$ cat config.mk
export PLATFORM = sky130hd
export DESIGN_NAME = rrt_timer
export DESIGN_NICKNAME = d
export VERILOG_FILES = /design/src/rtl/rrt_pkg.sv /design/src/rtl/rrt_cfg_capture.sv /design/src/rtl/rrt_prescaler.sv /design/src/rtl/rrt_unit_counter.sv /design/src/rtl/rrt_timer.sv
export SDC_FILE = /design/constraint.sdc
export NUM_CORES = 1
export LEC_CHECK = 0
export BUFFER_PORTS_ARGS = -buffer_cell sky130_fd_sc_hd__clkbuf_2
export CELL_PAD_IN_SITES_DETAIL_PLACEMENT = 1
export CELL_PAD_IN_SITES_GLOBAL_PLACEMENT = 1
export CORE_ASPECT_RATIO = 0.9
export CORE_MARGIN = 2
export CORE_UTILIZATION = 25
export DETAILED_ROUTE_END_ITERATION = 12
export PLACE_DENSITY = 0.57
export SYNTH_ARGS = -nofsm -noshare
export SYNTH_HDL_FRONTEND = slang
export SYNTH_SLANG_ARGS = --single-unit
$ cat constraint.sdc
create_clock -name clk -period 3.45 [get_ports clk]
set_input_delay 0.69 -clock clk [delete_from_list [all_inputs] [get_ports clk]]
set_output_delay 0.69 -clock clk [all_outputs]
set_load 0.005 [all_outputs]
$ cat src/rtl/rrt_pkg.sv
package rrt_pkg;

  // Time base selected for a run.
  typedef enum logic [1:0] {
    UNIT_1MS   = 2'd0,
    UNIT_100MS = 2'd1,
    UNIT_10S   = 2'd2
  } unit_e;

  typedef struct packed {
    logic  use_default;
    unit_e unit;
  } units_dec_t;

  localparam int unsigned CODE_W  = 3;
  localparam int unsigned N_UNITS = 3;

  // Sparse units code decode; anything not explicitly valid uses the default.
  function automatic units_dec_t decode_units(input logic [CODE_W-1:0] code);
    units_dec_t d;
    d.use_default = 1'b0;
    d.unit        = UNIT_1MS;
    case (code)
      3'b001:  d.unit = UNIT_1MS;
      3'b011:  d.unit = UNIT_100MS;
      3'b101:  d.unit = UNIT_10S;
      default: d.use_default = 1'b1;
    endcase
    return d;
  endfunction

  // Clock cycles in one unit for a given clock frequency.
  function automatic int unsigned unit_cycles(input unit_e u, input int unsigned clk_hz);
    case (u)
      UNIT_1MS:   return clk_hz / 1000;
      UNIT_100MS: return clk_hz / 10;
      default:    return clk_hz * 10;
    endcase
  endfunction

endpackage

$ cat src/rtl/rrt_cfg_capture.sv
module rrt_cfg_capture
  import rrt_pkg::*;
#(
  parameter int unsigned COUNT_W    = 8,
  parameter int unsigned REM_W      = 16,
  parameter int unsigned DEFAULT_MS = 1000
) (
  input  logic               clk,
  input  logic               rst_n,
  input  logic               start,
  input  logic [CODE_W-1:0]  code,
  input  logic [COUNT_W-1:0] count,
  output unit_e              unit_q,
  output logic [REM_W-1:0]   load_val
);

  units_dec_t dec;

  always_comb begin
    dec      = decode_units(code);
    load_val = dec.use_default ? REM_W'(DEFAULT_MS) : REM_W'(count);
  end

  // The unit is frozen at start; the default always runs on the 1 ms base.
  always_ff @(posedge clk or negedge rst_n) begin
    if (!rst_n) begin
      unit_q <= UNIT_1MS;
    end else if (start) begin
      unit_q <= dec.use_default ? UNIT_1MS : dec.unit;
    end
  end

endmodule

$ cat src/rtl/rrt_prescaler.sv
module rrt_prescaler
  import rrt_pkg::*;
#(
  parameter int unsigned P_1MS   = 100000,
  parameter int unsigned P_100MS = 10000000,
  parameter int unsigned P_10S   = 1000000000,
  localparam int unsigned PRE_W  = (P_10S > 1) ? $clog2(P_10S) : 1
) (
  input  logic  clk,
  input  logic  rst_n,
  input  logic  clear,
  input  logic  enable,
  input  unit_e unit,
  output logic  tick
);

  localparam int unsigned PERIOD [N_UNITS] = '{P_1MS, P_100MS, P_10S};

  logic [PRE_W-1:0]   cnt_q;
  logic [N_UNITS-1:0] term;
  logic               term_sel;

  // One terminal-count comparator per unit.
  for (genvar g = 0; g < int'(N_UNITS); g++) begin : g_term
    assign term[g] = (cnt_q == PRE_W'(PERIOD[g] - 1));
  end

  always_comb begin
    case (unit)
      UNIT_1MS:   term_sel = term[0];
      UNIT_100MS: term_sel = term[1];
      default:    term_sel = term[2];
    endcase
  end

  assign tick = enable && !clear && term_sel;

  always_ff @(posedge clk or negedge rst_n) begin
    if (!rst_n) begin
      cnt_q <= '0;
    end else if (clear || !enable || tick) begin
      cnt_q <= '0;
    end else begin
      cnt_q <= cnt_q + PRE_W'(1);
    end
  end

endmodule

$ cat src/rtl/rrt_unit_counter.sv
module rrt_unit_counter #(
  parameter int unsigned REM_W = 16
) (
  input  logic             clk,
  input  logic             rst_n,
  input  logic             start,
  input  logic             cancel,
  input  logic [REM_W-1:0] load_val,
  input  logic             tick,
  output logic             running_q,
  output logic             expired_q,
  output logic [REM_W-1:0] rem_q,
  output logic             expire_evt
);

  // A remaining value of 0 or 1 ends the run on the coming tick.
  logic last_unit;
  assign last_unit  = (rem_q <= REM_W'(1));
  assign expire_evt = running_q && tick && last_unit && !start && !cancel;

  always_ff @(posedge clk or negedge rst_n) begin
    if (!rst_n) begin
      running_q <= 1'b0;
      expired_q <= 1'b0;
      rem_q     <= '0;
    end else if (start) begin
      running_q <= 1'b1;
      expired_q <= 1'b0;
      rem_q     <= load_val;
    end else if (cancel) begin
      running_q <= 1'b0;
      expired_q <= 1'b0;
    end else if (expire_evt) begin
      running_q <= 1'b0;
      expired_q <= 1'b1;
    end else begin
      expired_q <= 1'b0;
      if (running_q && tick) begin
        rem_q <= rem_q - REM_W'(1);
      end
    end
  end

endmodule

$ cat src/rtl/rrt_timer.sv
module rrt_timer
  import rrt_pkg::*;
#(
  parameter int unsigned CLK_HZ     = 100000000,
  parameter int unsigned COUNT_W    = 8,
  parameter int unsigned REM_W      = 16,
  parameter int unsigned DEFAULT_MS = 1000
) (
  input  logic               clk,
  input  logic               rst_n,
  input  logic               start_i,
  input  logic               cancel_i,
  input  logic [2:0]         units_i,
  input  logic [COUNT_W-1:0] count_i,
  output logic               expired_o,
  output logic               running_o
);

  localparam int unsigned P_1MS   = unit_cycles(UNIT_1MS, CLK_HZ);
  localparam int unsigned P_100MS = unit_cycles(UNIT_100MS, CLK_HZ);
  localparam int unsigned P_10S   = unit_cycles(UNIT_10S, CLK_HZ);

  unit_e            unit_q;
  logic [REM_W-1:0] load_val;
  logic [REM_W-1:0] rem_q;
  logic             unit_tick;
  logic             expire_evt;
  logic             running_q;
  logic             expired_q;

  rrt_cfg_capture #(
    .COUNT_W    (COUNT_W),
    .REM_W      (REM_W),
    .DEFAULT_MS (DEFAULT_MS)
  ) u_cfg (
    .clk      (clk),
    .rst_n    (rst_n),
    .start    (start_i),
    .code     (units_i),
    .count    (count_i),
    .unit_q   (unit_q),
    .load_val (load_val)
  );

  rrt_prescaler #(
    .P_1MS   (P_1MS),
    .P_100MS (P_100MS),
    .P_10S   (P_10S)
  ) u_pre (
    .clk    (clk),
    .rst_n  (rst_n),
    .clear  (start_i),
    .enable (running_q),
    .unit   (unit_q),
    .tick   (unit_tick)
  );

  rrt_unit_counter #(
    .REM_W (REM_W)
  ) u_cnt (
    .clk        (clk),
    .rst_n      (rst_n),
    .start      (start_i),
    .cancel     (cancel_i),
    .load_val   (load_val),
    .tick       (unit_tick),
    .running_q  (running_q),
    .expired_q  (expired_q),
    .rem_q      (rem_q),
    .expire_evt (expire_evt)
  );

  assign expired_o = expired_q;
  assign running_o = running_q;

endmodule

==> impl_metrics.ini <==
[status]
status = complete, no violations

[worst_setup_path]
max_stage_delay_ns = 0.72
crit_type = reg2reg
cp_data_arrival_time_ns = 3.06
critPathLaunch = u_pre.cnt_q[0]
setup.worst_path.start_class = flip-flop
cp_top_family = simple AND/OR/NAND/NOR gates
rr_startpoint = u_pre.cnt_q[0]
critPathCaptureType = flip-flop
critPathBufInv = 0
worstPathRequired_ns = 3.66
crit_path_cell_trace = ha_1, and4_1, nand4_2, a2111oi_4, nand3_2, or4_1, a21oi_1
cpMaxStageDelayCell = a2111oi_4
path_max_fanout = 10

[global_routing]
grt_pass1_vias = 2374
track_usage = 0.125
grt_max_degree = 31
grt_pass1_wl_mm = 12.0
antenna_found_initial = 0
grt.overflow.total = 0

[finish]
final_net_count = 328
diodes = 0
area_growth_pct = 15.4
drive_gt1_frac = 0.141
postLayoutCoreUtil = 0.295

[clocking]
clk_pin_slew_ns = 0.07
clock_sink_count = 50
cts_root_buf = clkbuf_16
clk_latency_ns = 0.29
cts-resized-gates = 0
h-tree-depth = 2
clockBufferDepth = 2
cts_tree = built
numCtsBuffers = 5
hold_buffers = 0
postCtsSetupBuffers = 0

[synthesis]
synth_top_area_frac = 0.453
yosys_warnings = 0
synth_edf_count = 0
synth-seq-cells = 50
synth.top_cells.by_count = dfrtp_1 (50), nor2_1 (46), nand2_1 (28)
synth_top_area_cell = dfrtp_1
ys_types = 49
ys_async_sr_fraction = 1.00
ys_top_cells_by_area = dfrtp_1 (45%), xor2_1 (7.6%), nor2_1 (6.3%), nand2_1 (3.8%), nand3_1 (3.3%)
syn_area_um2 = 2760
avgSynthCellArea_um2 = 9.46
synth_ff_type = dfrtp_1
syn_inst = 292
syn-num-nets = 310
yosysMostFrequentCell = dfrtp_1
seq_area_frac_synth = 0.453

[route]
routedWlPerCell_um = 15.7
routed_via_density = 4.86
dr.pass1.iters = 4
drt_iter0_drc = 47
routed_wl_mm = 6.98
vias = 2160
route.detailed.drc = 0
antenna_left = 0

[sta]
finalCritPeriodShare = 0.826
post-route-worst-setup-slack_ns = 0.600
setup_tns_ns = 0
fmax_mhz = 351
worst_clock_skew_ns = 0.00588
slew_violations = 0
setup_viol = 0
hold_viol_final = 0
grt_setup_unrepaired = no
worst_slew_pin_slew_ns = 0.737
slew_headroom = 0.509
min_period_ns = 2.85

[floorplanning]
core_area_um2 = 10800
die_h_um = 104
start_util = 0.255
io_pins = 17
die_w_um = 115
fp-row-count = 36
die_area_um2 = 11900

[placed_design]
dp_hpwl_mm = 4.91
gp_congestion = 0.712
pre_cts_ws_ns = 0.600
io_buffers = 16

[worst_hold_path]
hold_path.class = in2async

[pwr]
p_total_w = 0.00136
p_per_area_nw_per_um2 = 426
max-vdd-ir-drop_mv = 0.179
p_leak_nw = 1.27

[flow_run]
maxCapViolCount = 0
==> where the power goes <==
part	switching, W	leakage (nW)	internal (W)	total, W
sequential	0.0000171	0.666	0.000599	0.000616
clock	0.000227	0.0971	0.000436	0.000663
combinational	0.0000533	0.511	0.0000269	0.0000801
total	0.000297	1.27	0.00106	0.00136
==> registers in the layout (all words and copies together) (netlist names) <==
name	count
u_cnt.rem_q	16
u_cfg.unit_q	2
u_pre.cnt_q	30
u_cnt.running_q	1
u_cnt.expired_q	1
==> per-stage QoR <==
step | hold WS, ns | instances | instance area, um2
floorplan | 0.394 | 292 | 2760
global placement | 0.468 | 436 | 2990
detailed placement | 0.487 | 436 | 2990
CTS | 0.464 | 444 | 3190
global route | 0.477 | 444 | 3190
finish | 0.415 | 444 | 3190
==> final cells by class <==
type	count	area, um2
multi-input cells	223	1420
repair buffers	21	118
fillers	1254	7620
flip-flops and latches	50	1250
clock inverters	2	60.1
inverters	9	33.8
well taps	133	166
clock buffers	6	139
==> cell families (layout without fill, tap and decap cells) <==
kind of cell	Yosys count	count (layout)	synth area share
simple gates	148	148	0.292
flops	50	50	0.453
compound gates	36	36	0.0929
xor+xnor	34	34	0.108
buf+inv	19	38	0.0331
fa+ha+maj	3	3	0.0136
mux	2	2	0.00725
==> metal layers <==
| layer | wire length, um | vias up | GRT usage | part of all wire |
|---|---|---|---|---|
| met1 | 3660 | 1069 | 0.179 | 0.52 |
| met2 | 3080 | 20 | 0.195 | 0.44 |
| li1 | - | 1064 | - | - |
| met3 | 151 | 7 | 0.0193 | 0.022 |
| met4 | 91 | 0 | 0.0361 | 0.013 |
| met5 | 0 | - | 0 | 0 |
==> layout by cell type (no fill, tap or decap), drive strengths merged, types with 9 or more instances in the layout <==
cell type,synthesis,routed
nor2,46,46
inv,9,9
nand2,29,29
dfrtp,50,50
a21oi,12,12
clkbuf,3,22
xnor2,10,10
xor2,24,24
nand4,9,9
nand3,19,19
==> path summary, 6_finish.rpt <==
check,depth (start not counted),to,slack [ns]
max in group asynchronous,2,u_pre.cnt_q[7],2.18
worst min-delay path,1,u_cnt.rem_q[11],0.41
worst max register to register,7,u_cnt.rem_q[11],0.60
worst max-delay path,7,u_cnt.rem_q[11],0.60
worst min register to register,1,u_pre.cnt_q[0],0.49
min in group clk,1,u_pre.cnt_q[0],0.49
Note: power is estimated with default switching activity, not from simulation.
